[src/rtl/swp_pkg.sv]
package swp_pkg;

    localparam int ADDR_W = 13;
    localparam int DATA_W = 8;
    localparam int STEPS  = 6;
    localparam int STEP_W = $clog2(STEPS);
    localparam int UNLOCK_STEP = 2;

    typedef logic [ADDR_W-1:0] addr_t;
    typedef logic [DATA_W-1:0] data_t;
    typedef logic [STEP_W-1:0] step_t;

    typedef struct packed {
        addr_t addr;
        data_t data;
    } wbyte_t;

    typedef enum logic [1:0] {
        ACT_NONE = 2'd0,
        ACT_SET  = 2'd1,
        ACT_CLR  = 2'd2
    } act_e;

    localparam addr_t CMD_ADDR_HI = 13'h1555;
    localparam addr_t CMD_ADDR_LO = 13'h0AAA;
    localparam data_t KEY_FIRST   = 8'hAA;
    localparam data_t KEY_SECOND  = 8'h55;
    localparam data_t KEY_UNLOCK  = 8'hA0;
    localparam data_t KEY_ERASE   = 8'h80;
    localparam data_t KEY_DISABLE = 8'h20;

    // Expected byte for each step of the long (disable) pattern; the
    // short pattern shares steps 0 and 1 and branches at UNLOCK_STEP.
    function automatic wbyte_t step_cmd(input step_t s);
        wbyte_t w;
        case (s)
            step_t'(0), step_t'(3): w = '{addr: CMD_ADDR_HI, data: KEY_FIRST};
            step_t'(1), step_t'(4): w = '{addr: CMD_ADDR_LO, data: KEY_SECOND};
            step_t'(2):             w = '{addr: CMD_ADDR_HI, data: KEY_ERASE};
            default:                w = '{addr: CMD_ADDR_HI, data: KEY_DISABLE};
        endcase
        return w;
    endfunction

endpackage

[src/rtl/swp_cmd_matcher.sv]
module swp_cmd_matcher
    import swp_pkg::*;
(
    input  logic   clk,
    input  logic   rst,
    input  logic   clear,
    input  logic   stb,
    input  wbyte_t wb,
    output logic   is_cmd,
    output logic   unlock_hit,
    output logic   disable_hit
);

    step_t  step_q;
    step_t  step_d;
    wbyte_t expect_b;

    always_comb begin
        expect_b    = step_cmd(step_q);
        is_cmd      = 1'b0;
        unlock_hit  = 1'b0;
        disable_hit = 1'b0;
        step_d      = step_q;
        if (stb) begin
            if (step_q == step_t'(UNLOCK_STEP) && wb.addr == CMD_ADDR_HI &&
                wb.data == KEY_UNLOCK) begin
                is_cmd     = 1'b1;
                unlock_hit = 1'b1;
                step_d     = '0;
            end else if (wb == expect_b) begin
                is_cmd = 1'b1;
                if (step_q == step_t'(STEPS-1)) begin
                    disable_hit = 1'b1;
                    step_d      = '0;
                end else begin
                    step_d = step_q + step_t'(1);
                end
            end else begin
                step_d = '0;
            end
        end
    end

    always_ff @(posedge clk) begin
        if (rst || clear) step_q <= '0;
        else              step_q <= step_d;
    end

endmodule

[src/rtl/swp_window_ctrl.sv]
module swp_window_ctrl
    import swp_pkg::*;
(
    input  logic clk,
    input  logic rst,
    input  logic stb,
    input  logic close,
    input  logic prog_done,
    input  logic prot,
    input  logic unlock_hit,
    input  logic disable_hit,
    output logic start_prog,
    output logic commit,
    output logic busy,
    output logic apply_set,
    output logic apply_clr
);

    logic open_q;
    logic busy_q;
    logic start_q;
    logic commit_q;
    act_e act_q;
    act_e pend_q;
    logic close_ok;
    logic finish;

    assign close_ok = close && open_q;
    assign finish   = prog_done && busy_q && !rst;

    always_ff @(posedge clk) begin
        if (rst) begin
            open_q   <= 1'b0;
            busy_q   <= 1'b0;
            start_q  <= 1'b0;
            commit_q <= 1'b0;
            act_q    <= ACT_NONE;
            pend_q   <= ACT_NONE;
        end else begin
            start_q <= close_ok;
            if (close_ok) begin
                open_q   <= 1'b0;
                busy_q   <= 1'b1;
                commit_q <= !prot || (act_q != ACT_NONE);
                pend_q   <= act_q;
                act_q    <= ACT_NONE;
            end else if (stb) begin
                open_q <= 1'b1;
                if (unlock_hit)       act_q <= ACT_SET;
                else if (disable_hit) act_q <= ACT_CLR;
            end
            if (finish) begin
                busy_q <= 1'b0;
                pend_q <= ACT_NONE;
            end
        end
    end

    assign start_prog = start_q;
    assign commit     = commit_q;
    assign busy       = busy_q;
    assign apply_set  = finish && (pend_q == ACT_SET);
    assign apply_clr  = finish && (pend_q == ACT_CLR);

endmodule

[src/rtl/swp_nv_flag.sv]
module swp_nv_flag (
    input  logic clk,
    input  logic factory_rst,
    input  logic set,
    input  logic clr,
    output logic flag
);

    logic flag_q;

    always_ff @(posedge clk) begin
        if (factory_rst) flag_q <= 1'b0;
        else if (set)    flag_q <= 1'b1;
        else if (clr)    flag_q <= 1'b0;
    end

    assign flag = flag_q;

endmodule

[src/rtl/swp_sequencer.sv]
module swp_sequencer
    import swp_pkg::*;
(
    input  logic              clk,
    input  logic              rst,
    input  logic              factory_rst,
    input  logic              wr_stb,
    input  logic [ADDR_W-1:0] wr_addr,
    input  logic [DATA_W-1:0] wr_data,
    input  logic              win_timeout,
    input  logic              prog_done,
    output logic              buf_we,
    output logic [ADDR_W-1:0] buf_addr,
    output logic [DATA_W-1:0] buf_data,
    output logic              start_prog,
    output logic              commit,
    output logic              prot_on
);

    logic   busy;
    logic   accept;
    logic   is_cmd;
    logic   unlock_hit;
    logic   disable_hit;
    logic   apply_set;
    logic   apply_clr;
    logic   cur_rst;
    wbyte_t wb;

    logic  buf_we_q;
    addr_t buf_addr_q;
    data_t buf_data_q;

    assign cur_rst = rst || factory_rst;
    assign accept  = wr_stb && !busy && !win_timeout;
    assign wb      = '{addr: wr_addr, data: wr_data};

    swp_cmd_matcher u_match (
        .clk        (clk),
        .rst        (cur_rst),
        .clear      (win_timeout),
        .stb        (accept),
        .wb         (wb),
        .is_cmd     (is_cmd),
        .unlock_hit (unlock_hit),
        .disable_hit(disable_hit)
    );

    swp_window_ctrl u_win (
        .clk        (clk),
        .rst        (cur_rst),
        .stb        (accept),
        .close      (win_timeout),
        .prog_done  (prog_done),
        .prot       (prot_on),
        .unlock_hit (unlock_hit),
        .disable_hit(disable_hit),
        .start_prog (start_prog),
        .commit     (commit),
        .busy       (busy),
        .apply_set  (apply_set),
        .apply_clr  (apply_clr)
    );

    swp_nv_flag u_nv (
        .clk        (clk),
        .factory_rst(factory_rst),
        .set        (apply_set),
        .clr        (apply_clr),
        .flag       (prot_on)
    );

    always_ff @(posedge clk) begin
        if (cur_rst) buf_we_q <= 1'b0;
        else         buf_we_q <= accept && !is_cmd;
        if (accept) begin
            buf_addr_q <= wr_addr;
            buf_data_q <= wr_data;
        end
    end

    assign buf_we   = buf_we_q;
    assign buf_addr = buf_addr_q;
    assign buf_data = buf_data_q;

endmodule

[config.mk]
export PLATFORM = sky130hd
export DESIGN_NAME = swp_sequencer
export DESIGN_NICKNAME = d
export VERILOG_FILES = /design/src/rtl/swp_pkg.sv /design/src/rtl/swp_cmd_matcher.sv /design/src/rtl/swp_window_ctrl.sv /design/src/rtl/swp_nv_flag.sv /design/src/rtl/swp_sequencer.sv
export SDC_FILE = /design/constraint.sdc
export NUM_CORES = 1
export LEC_CHECK = 0
export BUFFER_PORTS_ARGS = -buffer_cell sky130_fd_sc_hd__buf_2
export CORE_MARGIN = 8
export CORE_UTILIZATION = 50
export CTS_BUF_LIST = sky130_fd_sc_hd__clkbuf_8
export DETAILED_ROUTE_END_ITERATION = 12
export GPL_ROUTABILITY_DRIVEN = 1
export GPL_TIMING_DRIVEN = 0
export HOLD_SLACK_MARGIN = 0.03
export PLACE_DENSITY = 0.8
export SLEW_MARGIN = 5
export SYNTH_ARGS = -nofsm -noshare
export SYNTH_HDL_FRONTEND = slang
export SYNTH_SLANG_ARGS = --single-unit
[constraint.sdc]
create_clock -name clk -period 2.1 [get_ports clk]
set_input_delay 0.21 -clock clk [delete_from_list [all_inputs] [get_ports clk]]
set_output_delay 0.21 -clock clk [all_outputs]
set_load 0.02 [all_outputs]
After elaboration in Yosys (flattened, before gate mapping)

Cells that the tools add are included.

Add/sub/neg operators: 1
Multipliers: 0
Divide/modulo/power cells: 0
$lt $le $gt $ge: 0
Equality and inequality tests: 10
Shift-type cells: 0
Multiplexer cells: 17
Bitwise logic cells: 0
Reduce and logical (&&, ||, !) cells: 27

Operator list:

| operator                                                        | number |
|---|---|
| 21-bit one-hot mux with 3 select lines                          | 1 |
| 21-bit == test                                                  | 1 |
| 13-bit == test, second input constant                           | 1 |
| 1-bit 2-to-1 mux                                                | 11 |
| 1-bit logical AND                                               | 10 |
| 3-bit 2-to-1 mux                                                | 3 |
| 8-bit == test, second input constant                            | 1 |
| 2-bit OR reduction                                              | 4 |
| 3-bit by 2-bit == test with 1-bit output, second input constant | 2 |
| 3-bit == test, second input constant                            | 2 |
| 2-bit nonzero test                                              | 3 |
| 1-bit zero test                                                 | 5 |
| 2-bit 2-to-1 mux                                                | 2 |
| 3-bit by 1-bit adder with 3-bit output, second input constant   | 1 |
| 3-bit by 1-bit == test with 1-bit output, second input constant | 1 |
| 3-bit zero test                                                 | 1 |
| 1-bit logical OR                                                | 3 |
| 2-bit by 1-bit == test with 1-bit output, second input constant | 1 |
| 2-bit == test, second input constant                            | 1 |
| 2-bit AND reduction                                             | 1 |

Register bits after elaboration: 34
Latch bits: 0
RAM bits: 0
ROM bits: 0
Input port bits: 27
Output and inout port bits: 25
Logic and storage cells: 66
Memories kept: 0

Longest topological paths before layout

Word-level depth: 9
Depth in mapped cells: 9
Mapped depth without buffers: 8

Cells and area by module

From an unflattened synthesis, not the netlist that was laid out.

Cells, all modules: 128
Area, all modules: 1,545.2 um^2

Modules (own cells, without submodules):

| module          | times used | cells an instance | area an instance (um^2) |
|---|---|---|---|
| swp_sequencer   | 1          | 25                | 681.9 |
| swp_cmd_matcher | 1          | 64                | 466.7 |
| swp_window_ctrl | 1          | 35                | 357.8 |
| swp_nv_flag     | 1          | 4                 | 38.8 |

Least setup slack after synthesis

OpenSTA, ideal clock, no wires.

Kind: register to register
From: reg u_win.busy_q (netlist: u_win.busy)
To: reg u_match.step_q[1]
Setup time: 0.070 ns
Arrival: 1.896 ns
Required time: 2.030 ns
Setup slack: 0.134 ns
Cell stages (with the launch flop): 7
Path buffers: 0
Period minus slack after synthesis: 1.966 ns
Cells stage by stage: dfxtp_1 > or3b_1 > inv_1 > o31ai_1 > nor4_2 > o21ai_1 > a21oi_1

Longest elaborated chain between the ends: 3

RTL lines:

| element                         | RTL line              | RTL |
|---|---|---|
| from (decl)                     | swp_window_ctrl.sv:20 | `logic busy_q;` |
| from (signal assigned)          | swp_window_ctrl.sv:34 | `busy_q <= 1'b0;` |
| from (signal assigned)          | swp_window_ctrl.sv:43 | `busy_q <= 1'b1;` |
| from (signal assigned)          | swp_window_ctrl.sv:53 | `busy_q <= 1'b0;` |
| 1-bit zero test                 | swp_sequencer.sv:35   | `assign accept = wr_stb && !busy && !win_timeout;` |
| 1-bit logical AND (2 in series) | swp_sequencer.sv:35   |  |
| named net accept                | swp_sequencer.sv:21   | `logic accept;` |
| to (signal assigned)            | swp_cmd_matcher.sv:46 | `else step_q <= step_d;` |
| to (decl)                       | swp_cmd_matcher.sv:14 | `step_t step_q;` |

The timed path passes the listed nets, and every way through them passes these cells.
A chain may end at the register's enable or synchronous reset.

Final worst setup path

From: reg u_match.step_q[1]
To: reg u_match.step_q[1]

Longest elaborated chain between the ends: 6
Elaborated cells on any way between the ends: 16
Those cells by class: add/sub: 1; eq/ne: 6; mux: 4; reduce/logical: 5

RTL lines:

| element                                                                | RTL line              | RTL |
|---|---|---|
| 3-bit by 1-bit == test with 1-bit output, or another cell as far along | swp_pkg.sv:36         | `case (s)` |
| 2-bit OR reduction                                                     | swp_pkg.sv:36         |  |
| 21-bit one-hot mux with 3 select lines                                 | swp_pkg.sv:36         |  |
| 21-bit == test                                                         | swp_cmd_matcher.sv:30 | `end else if (wb == expect_b) begin` |
| 3-bit 2-to-1 mux                                                       | swp_cmd_matcher.sv:30 |  |
| 3-bit 2-to-1 mux (*)                                                   | swp_cmd_matcher.sv:25 | `if (step_q == step_t'(UNLOCK_STEP) && wb.addr == CMD_ADDR_HI &&` |

Mark *: on every way between the ends. The rest lies on a longest branch, timed or not.

==> out/summary.txt <==
Startpoint Class: flop
Sink Count: 34
worst IR drop on VDD: 0.000365 V
FF-to-FF End: u_match.step_q[1]
final setup vio count: 0
DR iter-0 viols: 117
top achievable clock speed: 0.480 GHz
die area: 5040 sq um
dpl ws: -0.308 ns
worst-path fanout max: 9
min-delay src: wr_addr[10]
Hold Fails Final Rpt: 0
Slew Viols, Final: 0
WHS Path Cells: 1
post-synth top area cell: edfxtp_1
clock skew: 0.00728 ns
Worst slew margin: 65.0%
Ys Warns: 0
utilization after layout: 66.6%
status: completed
Distinct cells, synth: 45
clk_lat worst skew: 0.29 ns
pin count of the biggest net entering global routing: 26
R2R depth: 9
CTS tree: yes
sequential share of the synthesized area: 58.8%
DR vias: 1300
Netlist Area Pre-Place: 1510 sq um
Post-synth EDFFs: 21
Max Cap Viol: 0
GPL Wtd Cong: 0.803
Cell Pwr Density: 658 nW/um^2
Die Ht: 71.0 um
Port Buf Inserts: 51
actual slew at the worst max-slew pin: 0.521 ns
grt ovf: 0
die width: 71.0 um
final setup margin: 0.0183 ns
total CTS buffers: 5
Final Critical Period: 2.08 ns
ANT nets after route: 0
ys async rst share: 0%
Synth Area per Inst: 11.8 sq um
Non-Filler Instances: 226
Initial Util: 50.8%
syn nets: 156
crit share post-route: 99.1%
first-pass GRT wire length: 5470 um
core area: 2980 sq um
layout cells sized above 1: 43.5%
Setup TNS Final: 0 ns
Detail Placement HPWL: 2560 um
R2R Setup Slk: 0.02 ns
WP data required: 2.32 ns
GR Util All Layers: 13.9%
CTS Buffer Depth: 2
Critical Path End Type: flop
# DRC: 0
largest cells by area after synthesis: edfxtp_1 42%, dfxtp_1 17%, nand2_1 3.0%
Pleak: 0.772 nW
area share of the largest cell type after synthesis: 41.7%
arrival time at the worst endpoint: 2.30 ns
WHS: 0.122 ns
Root Buffer Master: clkbuf_8
Initial DRT Pass Iterations: 4
area grow syn2layout: 30.9%
synthesized flop and latch total: 34
reg2reg start: u_match.step_q[1]
IO Pins: 52
unrepaired setup endpoints after global routing: true
critical path class: reg -> reg
Vias/cell: 5.75
# rows: 20
Hold WC Path Type: in -> reg
vias in the first global route: 1279
hold worst-path end: buf_addr[10]
predominant post-synthesis flop cell: edfxtp_1
Synth Instances: 128
Diodes inserted: 0
drt wl/cell: 15.8 um
Post-CTS Hold Buffers: 0
dpl cells: 212
H-tree depth: 2
clock-pin slew on the worst setup and hold paths: 0.07 ns
initial antenna violation count: 0
DRT Wirelength: 3560 um
Nets: 220
==> state kept, by name, summed over array words and instances, names as in the netlist <==
name,flops
u_win.busy,1
buf_addr,13
u_win.commit,1
u_win.open_q,1
u_nv.flag,1
u_match.step_q,3
buf_we,1
u_win.start_prog,1
u_win.pend_q,2
buf_data,8
u_win.act_q,2
==> metal layers <==
metal  routed length [um]  GRT usage, %  part of all wire [%]
met5                    0             0                     0
met4                   65          6.24                   1.8
met3                  321          7.06                   9.0
met2                 1860          24.2                    52
met1                 1320          13.3                    37
==> per-stage QoR <==
step | instance area, sq um | power, mW
2_1_floorplan | 1510 | 0.801
3_3_place_gp | 1810 | 0.858
3_5_place_dp | 1810 | 0.862
4_1_cts | 1910 | 1.31
5_1_grt | 1980 | 1.35
6_report | 1980 | 1.30
==> area by class of cell <==
class,instances,area (sq um)
sequential,34,895
timing repair inverter,1,5.00
multi-input combinational,88,614
buffer,3,33.8
clock buffer,5,68.8
inverter,3,15.0
timing repair buffer,56,293
fill,229,996
clock inverter,3,16.3
tap,33,41.3
==> placed cells by master, fill, tap and decap left out, types with 2 or more instances in the layout <==
| cell type | instances |
|---|---|
| buf_2 | 51 |
| edfxtp_1 | 21 |
| nand2_1 | 12 |
| nor2_1 | 11 |
| dfxtp_1 | 10 |
| a21oi_1 | 7 |
| clkbuf_8 | 5 |
| buf_4 | 5 |
| nor3_1 | 4 |
| nand4_1 | 4 |
| or3_1 | 4 |
| nor4_1 | 4 |
| buf_6 | 3 |
| o21ai_0 | 3 |
| dfxtp_2 | 3 |
| clkinvlp_4 | 2 |
| inv_1 | 2 |
| nor2b_1 | 2 |
| nor3b_2 | 2 |
| o211ai_1 | 2 |
| nand3_1 | 2 |
| nand2b_1 | 2 |
==> synthesized netlist by cell type, types with 2 or more instances <==
master	instances
inv_1	3
a21oi_1	7
nor2b_1	2
o21ai_0	3
buf_6	2
dfxtp_1	13
nand4_1	4
nor3_1	4
nand2_1	12
nor3b_2	2
nor2_1	12
or3_1	4
nand2b_1	2
and2_1	2
nor4_1	4
edfxtp_1	21
o211ai_1	2
nand3_1	2
==> where the power goes <==
part,total [mW],switching (mW),internal [mW]
Sequential,0.735,0.00409,0.731
Clock,0.455,0.229,0.226
Combinational,0.115,0.0749,0.0397
==> worst max-delay path: stages (launching register included) <==
cell and delay [ns]:
dfxtp_2 0.32, buf_6 0.13, buf_4 0.14, nor4b_2 0.29, a221oi_1 0.10, o311a_4 0.35
nor4_2 0.29, buf_4 0.17, o21ai_1 0.07, a21oi_1 0.14
==> worst max path at each step <==
stage | slack [ns] | from | endpoint | cells past startpoint
6_report | 0.02 | u_match.step_q[1] | u_match.step_q[1] | 9
5_1_grt | -0.12 | u_match.step_q[1] | u_match.step_q[1] | 9
4_1_cts | 0.004 | u_match.step_q[1] | u_win.act_q[1] | 9
3_5_place_dp | -0.31 | win_timeout | u_match.step_q[1] | 7
3_3_place_gp | -0.28 | win_timeout | u_match.step_q[1] | 7
2_1_floorplan | 0.13 | u_win.busy | u_match.step_q[1] | 6
==> kinds of logic after synthesis <==
kind of cell | count (synthesis) | share of synthesized area, %
and+or+nand+nor | 62 | 25.0
DFF | 34 | 58.8
AOI/OAI and AO/OA | 20 | 9.17
buffers and inverters | 6 | 2.56
muxes | 3 | 2.40
adders and majority gates | 2 | 1.49
xor gates and xnor gates | 1 | 0.579
==> what timing repair did <==
action | CTS | global route
resized for setup | 1 | 12
buffers inserted | 1 | 4
endpoints found under the setup margin | 5 | 4
gates cloned | 0 | 1
pin swaps | 1 | 4
Note: power is estimated with default switching activity, not from simulation.
